===== src/rtl/tone_rx_pkg.sv =====
package tone_rx_pkg;
  localparam logic [2:0] ADDR_CTRL    = 3'd0;
  localparam logic [2:0] ADDR_IRQ_EN  = 3'd1;
  localparam logic [2:0] ADDR_STAT    = 3'd2;
  localparam logic [2:0] ADDR_TIMING  = 3'd3;
  localparam logic [2:0] ADDR_DIV     = 3'd4;
  localparam logic [2:0] ADDR_SILENCE = 3'd5;
  localparam logic [2:0] ADDR_RXDATA  = 3'd6;
  localparam logic [2:0] ADDR_RXCNT   = 3'd7;

  localparam int unsigned NUM_FLAGS = 5;
  localparam int unsigned NUM_IRQ   = 4;
  localparam int unsigned FLG_BYTE  = 0;
  localparam int unsigned FLG_DONE  = 1;
  localparam int unsigned FLG_ERR   = 2;
  localparam int unsigned FLG_NOREP = 3;
  localparam int unsigned FLG_OVF   = 4;

  localparam int unsigned MIN_BASE     = 24;
  localparam int unsigned EXT_BASE     = 7;
  localparam int unsigned EXT_MAX_CODE = 4;
  localparam int unsigned SIL_RST      = 64;

  typedef struct packed {
    logic [2:0] min_code;
    logic [2:0] ext_code;
  } timing_t;
endpackage


===== src/rtl/tone_rx_tick.sv =====
module tone_rx_tick #(
  parameter int unsigned DIV_W = 8
) (
  input  logic             clk_i,
  input  logic             rst_ni,
  input  logic [DIV_W-1:0] div_i,
  output logic             tick_o
);
  logic [DIV_W-1:0] cnt_q;

  // >= keeps the divider safe when div_i is lowered mid-count
  assign tick_o = (cnt_q >= div_i);

  always_ff @(posedge clk_i or negedge rst_ni) begin
    if (!rst_ni)     cnt_q <= '0;
    else if (tick_o) cnt_q <= '0;
    else             cnt_q <= cnt_q + 1'b1;
  end
endmodule


===== src/rtl/tone_rx_decoder.sv =====
module tone_rx_decoder
  import tone_rx_pkg::*;
#(
  parameter int unsigned CNT_W  = 8,
  parameter int unsigned DATA_W = 8
) (
  input  logic              clk_i,
  input  logic              rst_ni,
  input  logic              tick_i,
  input  logic              tone_i,
  input  logic              tx_start_i,
  input  logic              tx_done_i,
  input  logic              soft_rst_i,
  input  timing_t           timing_i,
  input  logic [CNT_W-1:0]  sil_lim_i,
  output logic              listen_o,
  output logic              byte_vld_o,
  output logic [DATA_W-1:0] byte_o,
  output logic              done_o,
  output logic              err_o,
  output logic              norep_o
);
  localparam int unsigned BIT_W = $clog2(DATA_W);
  localparam logic [CNT_W-1:0] CNT_MAX = '1;
  localparam logic [BIT_W-1:0] LAST_BIT = BIT_W'(DATA_W - 1);

  logic              tone_q, tone_d;
  logic [CNT_W-1:0]  wid_q, sil_q;
  logic [DATA_W-1:0] shf_q;
  logic [BIT_W-1:0]  nbit_q;
  logic              got_q, listen_q;

  logic [CNT_W-1:0]  min_thr, long_thr, sil_lim;
  logic [2:0]        ext_sel;
  logic              abort, fall, bit_vld, bit_val, sil_hit;

  always_comb begin
    ext_sel  = (timing_i.ext_code > 3'(EXT_MAX_CODE)) ? 3'(EXT_MAX_CODE) : timing_i.ext_code;
    min_thr  = CNT_W'(MIN_BASE) + CNT_W'(timing_i.min_code);
    long_thr = min_thr + CNT_W'(EXT_BASE) + CNT_W'(ext_sel);
    sil_lim  = (sil_lim_i == '0) ? CNT_W'(1) : sil_lim_i;
    abort    = soft_rst_i | tx_start_i;
    fall     = tone_d & ~tone_q;
    bit_vld  = listen_q && fall && (wid_q >= min_thr);
    bit_val  = (wid_q < long_thr);
    sil_hit  = listen_q && tick_i && !tone_q &&
               (({1'b0, sil_q} + 1'b1) >= {1'b0, sil_lim});
  end

  always_ff @(posedge clk_i or negedge rst_ni) begin
    if (!rst_ni) begin
      tone_q     <= 1'b0;
      tone_d     <= 1'b0;
      wid_q      <= '0;
      sil_q      <= '0;
      shf_q      <= '0;
      nbit_q     <= '0;
      got_q      <= 1'b0;
      listen_q   <= 1'b0;
      byte_vld_o <= 1'b0;
      done_o     <= 1'b0;
      err_o      <= 1'b0;
      norep_o    <= 1'b0;
    end else begin
      tone_q     <= tone_i;
      tone_d     <= tone_q;
      byte_vld_o <= 1'b0;
      done_o     <= 1'b0;
      err_o      <= 1'b0;
      norep_o    <= 1'b0;

      if (!tone_q)                             wid_q <= '0;
      else if (tick_i && (wid_q != CNT_MAX))   wid_q <= wid_q + 1'b1;

      if (abort) begin
        listen_q <= 1'b0;
        nbit_q   <= '0;
        got_q    <= 1'b0;
        sil_q    <= '0;
      end else if (tx_done_i) begin
        listen_q <= 1'b1;
        nbit_q   <= '0;
        got_q    <= 1'b0;
        sil_q    <= '0;
      end else if (listen_q) begin
        if (tone_q)      sil_q <= '0;
        else if (tick_i) sil_q <= sil_q + 1'b1;

        if (bit_vld) begin
          shf_q  <= {shf_q[DATA_W-2:0], bit_val};
          got_q  <= 1'b1;
          nbit_q <= nbit_q + 1'b1;
          if (nbit_q == LAST_BIT) byte_vld_o <= 1'b1;
        end

        if (sil_hit) begin
          listen_q <= 1'b0;
          nbit_q   <= '0;
          if (got_q) begin
            done_o <= 1'b1;
            err_o  <= (nbit_q != '0);
          end else begin
            norep_o <= 1'b1;
          end
        end
      end
    end
  end

  assign listen_o = listen_q;
  assign byte_o   = shf_q;
endmodule


===== src/rtl/tone_rx_fifo.sv =====
module tone_rx_fifo #(
  parameter int unsigned DEPTH = 8,
  parameter int unsigned W     = 8
) (
  input  logic                   clk_i,
  input  logic                   rst_ni,
  input  logic                   push_i,
  input  logic [W-1:0]           din_i,
  input  logic                   pop_i,
  output logic [W-1:0]           dout_o,
  output logic [$clog2(DEPTH):0] cnt_o,
  output logic                   full_o,
  output logic                   empty_o
);
  localparam int unsigned PTR_W = $clog2(DEPTH);
  localparam int unsigned CW    = PTR_W + 1;

  logic [W-1:0]     mem_q [DEPTH];
  logic [PTR_W-1:0] wr_q, rd_q;
  logic [CW-1:0]    cnt_q;
  logic             do_push, do_pop;

  assign full_o  = (cnt_q == CW'(DEPTH));
  assign empty_o = (cnt_q == '0);
  assign do_push = push_i & ~full_o;
  assign do_pop  = pop_i & ~empty_o;
  assign dout_o  = mem_q[rd_q];
  assign cnt_o   = cnt_q;

  always_ff @(posedge clk_i) begin
    if (do_push) mem_q[wr_q] <= din_i;
  end

  always_ff @(posedge clk_i or negedge rst_ni) begin
    if (!rst_ni) begin
      wr_q  <= '0;
      rd_q  <= '0;
      cnt_q <= '0;
    end else begin
      if (do_push) wr_q <= wr_q + 1'b1;
      if (do_pop)  rd_q <= rd_q + 1'b1;
      case ({do_push, do_pop})
        2'b10:   cnt_q <= cnt_q + 1'b1;
        2'b01:   cnt_q <= cnt_q - 1'b1;
        default: cnt_q <= cnt_q;
      endcase
    end
  end
endmodule


===== src/rtl/tone_rx_regs.sv =====
module tone_rx_regs
  import tone_rx_pkg::*;
#(
  parameter int unsigned REG_DW = 8,
  parameter int unsigned CW     = 4
) (
  input  logic                 clk_i,
  input  logic                 rst_ni,
  input  logic                 wr_i,
  input  logic                 rd_i,
  input  logic [2:0]           addr_i,
  input  logic [REG_DW-1:0]    wdata_i,
  input  logic                 listen_i,
  input  logic [NUM_FLAGS-1:0] flag_set_i,
  input  logic [REG_DW-1:0]    fifo_dout_i,
  input  logic [CW-1:0]        fifo_cnt_i,
  input  logic                 fifo_empty_i,
  output logic [REG_DW-1:0]    rdata_o,
  output logic                 irq_o,
  output logic                 soft_rst_o,
  output logic                 pop_o,
  output timing_t              timing_o,
  output logic [REG_DW-1:0]    div_o,
  output logic [REG_DW-1:0]    sil_lim_o,
  output logic [NUM_IRQ-1:0]   irq_en_o,
  output logic [NUM_FLAGS-1:0] stat_o
);
  timing_t              timing_q;
  logic [REG_DW-1:0]    div_q, sil_q;
  logic [NUM_IRQ-1:0]   en_q;
  logic [NUM_FLAGS-1:0] stat_q, stat_clr;

  assign soft_rst_o = wr_i && (addr_i == ADDR_CTRL) && wdata_i[0];
  assign pop_o      = rd_i && (addr_i == ADDR_RXDATA) && !fifo_empty_i;
  assign stat_clr   = (wr_i && (addr_i == ADDR_STAT)) ? wdata_i[NUM_FLAGS-1:0] : '0;

  always_ff @(posedge clk_i or negedge rst_ni) begin
    if (!rst_ni) begin
      timing_q <= '{min_code: 3'd7, ext_code: 3'd0};
      div_q    <= '0;
      sil_q    <= REG_DW'(SIL_RST);
      en_q     <= '0;
      stat_q   <= '0;
    end else begin
      // set wins over a clear in the same cycle
      stat_q <= (stat_q & ~stat_clr) | flag_set_i;
      if (wr_i) begin
        case (addr_i)
          ADDR_IRQ_EN:  en_q     <= wdata_i[NUM_IRQ-1:0];
          ADDR_TIMING:  timing_q <= wdata_i[REG_DW-1 -: 6];
          ADDR_DIV:     div_q    <= wdata_i;
          ADDR_SILENCE: sil_q    <= wdata_i;
          default: ;
        endcase
      end
    end
  end

  always_comb begin
    rdata_o = '0;
    case (addr_i)
      ADDR_CTRL:    rdata_o[1] = listen_i;
      ADDR_IRQ_EN:  rdata_o[NUM_IRQ-1:0] = en_q;
      ADDR_STAT:    rdata_o[NUM_FLAGS-1:0] = stat_q;
      ADDR_TIMING:  rdata_o[REG_DW-1 -: 6] = timing_q;
      ADDR_DIV:     rdata_o = div_q;
      ADDR_SILENCE: rdata_o = sil_q;
      ADDR_RXDATA:  rdata_o = fifo_empty_i ? '0 : fifo_dout_i;
      ADDR_RXCNT:   rdata_o = REG_DW'(fifo_cnt_i);
      default:      rdata_o = '0;
    endcase
  end

  // overflow flag sits above the enable range and cannot reach irq
  assign irq_o     = |(stat_q[NUM_IRQ-1:0] & en_q);
  assign timing_o  = timing_q;
  assign div_o     = div_q;
  assign sil_lim_o = sil_q;
  assign irq_en_o  = en_q;
  assign stat_o    = stat_q;
endmodule


===== src/rtl/tone_reply_rx.sv =====
module tone_reply_rx
  import tone_rx_pkg::*;
#(
  parameter int unsigned FIFO_DEPTH = 8,
  parameter int unsigned REG_DW     = 8
) (
  input  logic              clk_i,
  input  logic              rst_ni,
  input  logic              tone_i,
  input  logic              tx_start_i,
  input  logic              tx_done_i,
  input  logic              reg_wr_i,
  input  logic              reg_rd_i,
  input  logic [2:0]        reg_addr_i,
  input  logic [REG_DW-1:0] reg_wdata_i,
  output logic [REG_DW-1:0] reg_rdata_o,
  output logic              irq_o
);
  localparam int unsigned CW = $clog2(FIFO_DEPTH) + 1;

  logic                 tick_w, listen_w, soft_rst_w, pop_w;
  logic                 byte_vld_w, done_w, err_w, norep_w;
  logic                 full_w, empty_w, push_w;
  logic [REG_DW-1:0]    byte_w, div_w, sil_w, fifo_dout_w;
  logic [CW-1:0]        fifo_cnt_w;
  timing_t              timing_w;
  logic [NUM_IRQ-1:0]   irq_en_w;
  logic [NUM_FLAGS-1:0] stat_w, flag_set_w;

  assign push_w = byte_vld_w & ~full_w;

  always_comb begin
    flag_set_w            = '0;
    flag_set_w[FLG_BYTE]  = push_w;
    flag_set_w[FLG_DONE]  = done_w;
    flag_set_w[FLG_ERR]   = err_w;
    flag_set_w[FLG_NOREP] = norep_w;
    flag_set_w[FLG_OVF]   = byte_vld_w & full_w;
  end

  tone_rx_tick #(.DIV_W(REG_DW)) i_tick (
    .clk_i  (clk_i),
    .rst_ni (rst_ni),
    .div_i  (div_w),
    .tick_o (tick_w)
  );

  tone_rx_decoder #(.CNT_W(REG_DW), .DATA_W(REG_DW)) i_dec (
    .clk_i      (clk_i),
    .rst_ni     (rst_ni),
    .tick_i     (tick_w),
    .tone_i     (tone_i),
    .tx_start_i (tx_start_i),
    .tx_done_i  (tx_done_i),
    .soft_rst_i (soft_rst_w),
    .timing_i   (timing_w),
    .sil_lim_i  (sil_w),
    .listen_o   (listen_w),
    .byte_vld_o (byte_vld_w),
    .byte_o     (byte_w),
    .done_o     (done_w),
    .err_o      (err_w),
    .norep_o    (norep_w)
  );

  tone_rx_fifo #(.DEPTH(FIFO_DEPTH), .W(REG_DW)) i_fifo (
    .clk_i   (clk_i),
    .rst_ni  (rst_ni),
    .push_i  (push_w),
    .din_i   (byte_w),
    .pop_i   (pop_w),
    .dout_o  (fifo_dout_w),
    .cnt_o   (fifo_cnt_w),
    .full_o  (full_w),
    .empty_o (empty_w)
  );

  tone_rx_regs #(.REG_DW(REG_DW), .CW(CW)) i_regs (
    .clk_i        (clk_i),
    .rst_ni       (rst_ni),
    .wr_i         (reg_wr_i),
    .rd_i         (reg_rd_i),
    .addr_i       (reg_addr_i),
    .wdata_i      (reg_wdata_i),
    .listen_i     (listen_w),
    .flag_set_i   (flag_set_w),
    .fifo_dout_i  (fifo_dout_w),
    .fifo_cnt_i   (fifo_cnt_w),
    .fifo_empty_i (empty_w),
    .rdata_o      (reg_rdata_o),
    .irq_o        (irq_o),
    .soft_rst_o   (soft_rst_w),
    .pop_o        (pop_w),
    .timing_o     (timing_w),
    .div_o        (div_w),
    .sil_lim_o    (sil_w),
    .irq_en_o     (irq_en_w),
    .stat_o       (stat_w)
  );
endmodule


===== config.mk =====
export PLATFORM = sky130hd
export DESIGN_NAME = tone_reply_rx
export DESIGN_NICKNAME = d
export VERILOG_FILES = /design/src/rtl/tone_rx_pkg.sv /design/src/rtl/tone_rx_tick.sv /design/src/rtl/tone_rx_decoder.sv /design/src/rtl/tone_rx_fifo.sv /design/src/rtl/tone_rx_regs.sv /design/src/rtl/tone_reply_rx.sv
export SDC_FILE = /design/constraint.sdc
export NUM_CORES = 1
export LEC_CHECK = 0
export ABC_AREA = 1
export BUFFER_PORTS_ARGS = -buffer_cell sky130_fd_sc_hd__buf_4
export CAP_MARGIN = 10
export CORE_UTILIZATION = 35
export DETAILED_ROUTE_END_ITERATION = 10
export PLACE_DENSITY_LB_ADDON = 0.05
export SLEW_MARGIN = 0
export SYNTH_ARGS = -nofsm -noshare
export SYNTH_HDL_FRONTEND = slang
export SYNTH_HIERARCHICAL = 1
export SYNTH_SLANG_ARGS = --single-unit

===== constraint.sdc =====
create_clock -name clk_i -period 2.2 [get_ports clk_i]
set_input_delay 0.33 -clock clk_i [delete_from_list [all_inputs] [get_ports clk_i]]
set_output_delay 0.33 -clock clk_i [all_outputs]
set_load 0.005 [all_outputs]

# After elaboration in Yosys (flattened, before gate mapping)
# Memories as Yosys holds them, arrays and structs flattened.
# Cells that the tools add are included.
[totals]
ff_bits = 84
latchBits = 0
mem_bits_rw = 64
rom_bits = 0
output_inout_bits = 9
n_memories = 1
[mem_list]
columns = ["name", "words", "width", "rd", "rd_ports_with_merged_regs", "wr", "line", "source"]
rows = [
  ["i_fifo.mem_q", 8, 8, 1, 0, 1, "tone_rx_fifo.sv:18", "logic [W-1:0] mem_q [DEPTH];"],
]
[classes]
add_sub_neg = 12
multipliers = 0
div_mod_pow = 0
order_cmp = 5
n_eq_ne = 13
shifts = 0
n_mux = 53
bitwise = 15
n_reduce_logical = 31
[ops]
columns = ["cell", "n"]
rows = [
  ["$mux 8", 10],
  ["$mux 1", 30],
  ["$add 8x1->8 const B", 3],
  ["$mux 3", 6],
  ["$ge 8x8->1", 2],
  ["$eq 3x3->1 const B", 5],
  ["$pmux 2 s7", 1],
  ["$reduce_and 2->1", 7],
  ["$pmux 3 s4", 1],
  ["$logic_and 1x1->1", 11],
  ["$add 3x1->3 const B", 3],
  ["$add 8x1->9 const B", 1],
  ["$ge 9x8->1", 1],
  ["$reduce_bool 3->1", 3],
  ["$add 8x3->8", 1],
  ["$add 8x3->8 const B", 1],
  ["$logic_not 8->1", 1],
  ["$lt 8x8->1", 1],
  ["$ne 8x8->1 const B", 1],
  ["$pmux 4 s2", 1],
  ["$reduce_bool 4->1", 2],
  ["$pmux 1 s7", 1],
  ["$add 5x3->6 const A", 1],
  ["$eq 3x2->1 const B", 2],
  ["other kinds (24)", 33],
]

# Depth between registers and ports, before layout
[logic_depth]
ltp_word = 9
ltp_mapped = 17
ltp_nobuf = 17

# Hierarchy
# The synthesis kept the hierarchy.
[modules_own_cells]
columns = ["module", "instances", "cells_per_inst", "area_per_inst_um2", "seq_area_each_um2"]
rows = [
  ["tone_rx_fifo", 1, 357, 3402.0, 2172.1],
  ["tone_rx_decoder", 1, 288, 2275.9, 875.8],
  ["tone_rx_regs", 1, 249, 1790.5, 780.7],
  ["tone_rx_tick", 1, 70, 578.1, 200.2],
  ["tone_reply_rx", 1, 4, 17.5, 0.0],
]

# Least setup slack after synthesis
# Ideal clock, no wire load.
[synth_timing]
kind = "register to register"
from = "register i_regs.timing_q, in the netlist i_regs/timing_o[4]"
to = "register i_dec.shf_q[0] (netlist: i_dec/byte_o[0])"
setup_time_ps = 76
t_arrival_ps = 2358
path_slack_ps = -234
path_stages_with_launch = 14
synth_period_minus_slack_ps = 2434
cell_sequence = "dfstp_2 inv_1 ha_1 inv_1 ha_1 fa_1 inv_1 ha_1 ha_1 a21oi_1 nand2_1 nand3_1 nand2_1 o21ai_1"
[synth_between]
elab_chain_cells = 4
[synth_rtl]
columns = ["element", "line", "source"]
rows = [
  ["from (decl)", "tone_rx_regs.sv:28", "timing_t timing_q;"],
  ["from (signal assigned)", "tone_rx_regs.sv:39", "timing_q <= '{min_code: 3'd7, ext_code: 3'd0};"],
  ["from (signal assigned)", "tone_rx_regs.sv:50", "ADDR_TIMING: timing_q <= wdata_i[REG_DW-1 -: 6];"],
  ["$add 5x3->6 *", "tone_rx_decoder.sv:39", "min_thr = CNT_W'(MIN_BASE) + CNT_W'(timing_i.min_code);"],
  ["$add 8x3->8 or $ge 8x8->1 (tied branches)", "tone_rx_decoder.sv:40, tone_rx_decoder.sv:44", ""],
  ["$add 8x3->8 or $logic_and 1x1->1 (tied branches)", "tone_rx_decoder.sv:40, tone_rx_decoder.sv:44", ""],
  ["$lt 8x8->1 or $reduce_and 4->1 (tied branches)", "n/a", ""],
  ["to (signal assigned)", "tone_rx_decoder.sv:90", "shf_q <= {shf_q[DATA_W-2:0], bit_val};"],
  ["to (decl)", "tone_rx_decoder.sv:29", "logic [DATA_W-1:0] shf_q;"],
]
# Every way passes the cells marked *; elsewhere a longest branch is shown, timed or not.
# A chain may end at the register's enable or synchronous reset.

# Worst setup path in the final report
[layout_timing]
from = "register i_fifo.rd_q[0]"
to = "output port reg_rdata_o[1]"
[layout_between]
elab_chain_cells = 3
[layout_rtl]
columns = ["element", "line", "source"]
rows = [
  ["from (decl)", "tone_rx_fifo.sv:19", "logic [PTR_W-1:0] wr_q, rd_q;"],
  ["from (signal assigned)", "tone_rx_fifo.sv:41", "if (do_pop) rd_q <= rd_q + 1'b1;"],
  ["$mem_v2 8x8", "n/a", ""],
  ["net fifo_dout_w[1]", "tone_reply_rx.sv:24", "logic [REG_DW-1:0] byte_w, div_w, sil_w, fifo_dout_w;"],
  ["$mux 8", "tone_rx_regs.sv:68", "ADDR_RXDATA: rdata_o = fifo_empty_i ? '0 : fifo_dout_i;"],
  ["$pmux 1 s7", "tone_rx_regs.sv:61", "case (addr_i)"],
  ["to (decl)", "tone_reply_rx.sv:16", "output logic [REG_DW-1:0] reg_rdata_o,"],
]
# The timed path passes the listed nets, and every way through them passes these cells.

==> summary by stage <==
Placement
The area after detailed placement is 0.00894 mm2. Routability-driven placement finished with a final weighted congestion of 0.795. The quantity of I/O buffers inserted on ports is 26.

After legalization and detailed placement, the total HPWL measured 14800 um. Timing analysis after detailed placement gives a worst setup slack of -246 ps.

Hold path
The class of the most critical hold timing path is input port to flip-flop. The launch instance of the worst min-delay path is reg_wdata_i[5]. The depth of the worst hold-timing path is 3.

Cells and area
The filler cells instantiated in the layout total 2253. The fraction of final layout cells with drive strength greater than 1 is a little over a fifth. With fillers left out, the area of the finished cells amounts to 0.0101 mm2. 0 antenna diodes ended up in the layout. The synthesis-to-layout area growth is 25.2%. At the end of the flow, the number of nets in the layout was around 1100.

Route
The total wire length after detailed routing is 20900 um. The routed wire length per instance is around 15 um. Once detail routing completed, the nets flagged for antenna violations numbered 0. In the routed design, unresolved DRC markers number 0. The number of DRC violations after detailed-routing iteration 0 is 339. Dividing the detail-routed via count by the number of cells gives 4.58.

The count of vias placed by the detailed router is approximately 6300. The number of iterations in the first detailed-routing pass is 4.

Pwr
Of the total power, combinational logic draws 34.9%. Dividing total power by cell area gives a power density of 1010 mW/mm2. Registers are responsible for 35.4% of the overall power. The leakage power figure is approximately 4.9 nW. Net switching is 35.1% of the power.

The total internal power is 6.60 mW. Summed over all nets, the switching power comes to 3.58 mW. The peak supply drop is 0.452 mV.

The share of total power dissipated in the clock network is 29.7%.

Worst setup path
The sort of element at the start of the critical path is a flip-flop. Broken down by cell family, the worst path's largest delay share belongs to simple AND/OR/NAND/NOR gates. For the worst setup path, the data arrival time is 2070 ps. The data required time at the worst endpoint is 1870 ps. In this run the critical register-to-register path is launched from i_regs/timing_o[4]. The critical path crosses 13 cells after its start point.

The worst setup path is of the flip-flop to output port kind. The number of cells on the worst reg-to-reg path is 13. The number of buffers and inverters on the critical path is 3. The maximum fanout along the worst path is 6.

The standard cell with the maximum stage delay on the critical path is dfrtp_2. In this design, the stage delay of the slowest critical-path cell is 480 ps. The signal on the critical path passes through buf_12 -> buf_16 -> nor2_1 -> nor2_1 -> nand2_1 -> nand2_1 -> nand2_1 -> nand2_2 -> nand2_1 -> nor2_2 -> nor2_1 -> nand2_1 -> buf_4. The worst setup path startpoint is i_fifo/rd_q[0]. The most prevalent standard cell on the critical path is nand2_1. The endpoint class of the critical path is an output port.

Timing
The count of endpoints failing setup in the final report is 9. The worst setup slack after layout is -201 ps. Setup repair after global routing could not meet its margin everywhere. The share of the cycle needed by the critical path after routing is 109%. The count of final max-slew check failures is 0.

The peak clock frequency supported by timing is 417 MHz. The count of endpoints failing hold in the final timing report was 0. For the pin with the worst max-slew slack, the measured transition is 490 ps.

The post-layout minimum cycle time is between 2000 and 2500 ps. The normalized max-slew margin is between 60 and 70%. The worst clock skew is ~11 ps.

Clocking
The H-tree depth is 4. The tree built by TritonCTS fans out to 148 sinks. For the worst-skew pair, the clock arrives at the later sink with an insertion delay of 420 ps.

The cell at the root of the clock tree is clkbuf_16. The clock passes through at most 2 buffers. The total clock buffers created by CTS is 17. TritonCTS built the clock tree. Clock-pin slew was measured on the worst setup and hold paths at roughly 60 ps.

Synthesis
The cell count after synthesis is 968. The largest total area in the synthesized netlist belongs to dfrtp_1. The proportion of netlist area held by the largest area contributor is between 20 and 25%. The count of synthesis-stage warnings from yosys is 6. The number of nets in the synthesized netlist is 1029. Sorting the synthesized cells by area gives the leading types as dfrtp_1, edfxtp_1, nand2_1, inv_1, ha_1. By instance count, the leading cell after synthesis is nand2_1.

The most used flip-flop cell after synthesis is dfrtp_1. The distinct cell type count after synthesis is 42. After synthesis the cells add up to 0.00806 mm2. The synthesized flop and latch total is between 100 and 150. Dividing the synthesized area by the synthesized cell count gives 8.33 um2.

The synthesized design contains between 60 and 70 enable-type register cells. The register area share after synthesis is between 40% and 50%. The async set-reset flop share out of synthesis is 56.8%. After synthesis, the most frequently instantiated cells are nand2_1, inv_1, nor2_1.

Floorplan
The I/O pin count is 27. The total number of placement rows is 55. From bottom edge to top edge, the die measures 154 um. The total area inside the core boundary comes to 0.0226 mm2. The die area is about 0.024 mm2. The horizontal die dimension is 154 um.

The initial utilization of the core area, before any placement, comes to around 36%.

Job
Across the run, the number of max-cap violations was 0.

Status
The run finished, with violations left. The checks that failed: negative setup slack.

GRT
The global-route wire length before repair is 33000 um. The number of global-route vias before repair was 5952. The residual overflow from global routing is 0. The initial antenna violation count is 0. Entering global routing, the biggest net connects 41 pins. Across every metal layer, demand over resource in global routing totals a little under a fifth.
routing by layer:
layer | share of wire [%] | global-route usage, %
met1 | 52 | 26.7
met4 | 0.73 | 4.67
met2 | 45 | 28.0
met3 | 2.3 | 3.41
met5 | 0 | 0
worst reg2reg max path, cell delays in order (launching register included):
cell and delay (ps):
dfstp_2 540, inv_2 50, ha_4 250, inv_2 30, ha_4 150, fa_2 330, inv_2 70, ha_4 200
ha_4 270, nand3_1 70, nand2_1 60, nand3_1 60, nand2_1 60, o21ai_1 50
cells by family after synthesis:
kind of cell	count (synthesis)	synth area share, %
AND/OR/NAND/NOR	528	27.8
buffers and inverters	171	9.05
flip-flops	148	50.0
AO/OA/AOI/OAI	62	4.61
adder cells (fa/ha/maj)	43	6.86
XOR/XNOR	16	1.74
metrics by stage:
step	setup TNS [ps]	util [%]	hold WS, ps	total power, mW	std cells
3_5_place_dp	-268	39.5	328	6.56	1317
6_report	-1450	44.6	145	10.2	1373
3_3_place_gp	-217	39.5	329	6.55	1317
5_1_grt	-3380	44.6	133	10.9	1373
2_1_floorplan	-137	-	34.4	5.49	968
4_1_cts	-1760	43.3	127	10.1	1358
cell type report:
type                    count  area (um2)  share of cell area (%)
clock buffers              19         433                    4.29
repair buffers            112         998                    9.89
multi-input cells         650        3550                    35.2
inverters                 146         548                    5.43
flip-flops and latches    148        4030                    39.9
well taps                 285         357                    3.53
clock inverters            13         173                    1.71
power by group through the flow:
| stage | logic [mW] | registers (mW) | clock network [mW] |
|---|---|---|---|
| 3_3_place_gp | 2.90 | 3.65 | 0 |
| 4_1_cts | 3.35 | 3.62 | 3.12 |
| 3_5_place_dp | 2.91 | 3.65 | 0 |
| 2_1_floorplan | 1.96 | 3.53 | 0 |
| 5_1_grt | 4.02 | 3.66 | 3.23 |
| 6_report | 3.55 | 3.61 | 3.02 |
worst paths after layout:
| check | end | slack [ps] |
|---|---|---|
| max | reg_rdata_o[1] | -200 |
| min | i_regs/sil_lim_o[5] | 140 |
| max reg2reg | i_dec/byte_o[0] | -100 |
| min reg2reg | i_dec/norep_o | 460 |
| max in group asynchronous | i_regs/sil_lim_o[6] | 1130 |
| min in group asynchronous | i_fifo/rd_q[2] | 430 |
flip-flops by register name, summed over array words and instances (netlist names), 4 cells and up:
register,cells
i_fifo/mem_q,64
i_dec/byte_o,8
i_dec/sil_q,8
i_dec/wid_q,8
i_regs/div_o,8
i_regs/sil_lim_o,8
i_tick/cnt_q,8
i_regs/timing_o,6
i_regs/stat_o,5
i_fifo/cnt_o,4
i_regs/irq_en_o,4
placed cells by master, fill, tap and decap left out, drive strengths merged, types with 4 or more instances in the layout:
master / synthesis / routed
edfxtp: 64 / 64
inv: 145 / 149
nand2: 305 / 306
xnor2: 6 / 6
a21oi: 12 / 12
nand3: 48 / 48
dfstp: 4 / 4
o21ai: 37 / 37
clkbuf: 3 / 22
nor2: 131 / 131
o21a: 4 / 4
clkinvlp: 0 / 4
nand4: 23 / 23
xor2: 10 / 10
nor3: 16 / 16
buf: 22 / 107
ha: 41 / 41
dfrtp: 80 / 80
timing repair:
action | in CTS | in global routing
cloned | 2 | 4
hold buffers | 2 | 0
endpoints found under the hold margin | 30 | 0
pin swaps | 16 | 29
gates resized for setup | 37 | 34
endpoints found under the setup margin | 15 | 23
buffers inserted | 5 | 11
(Power assumes the default switching activity.)
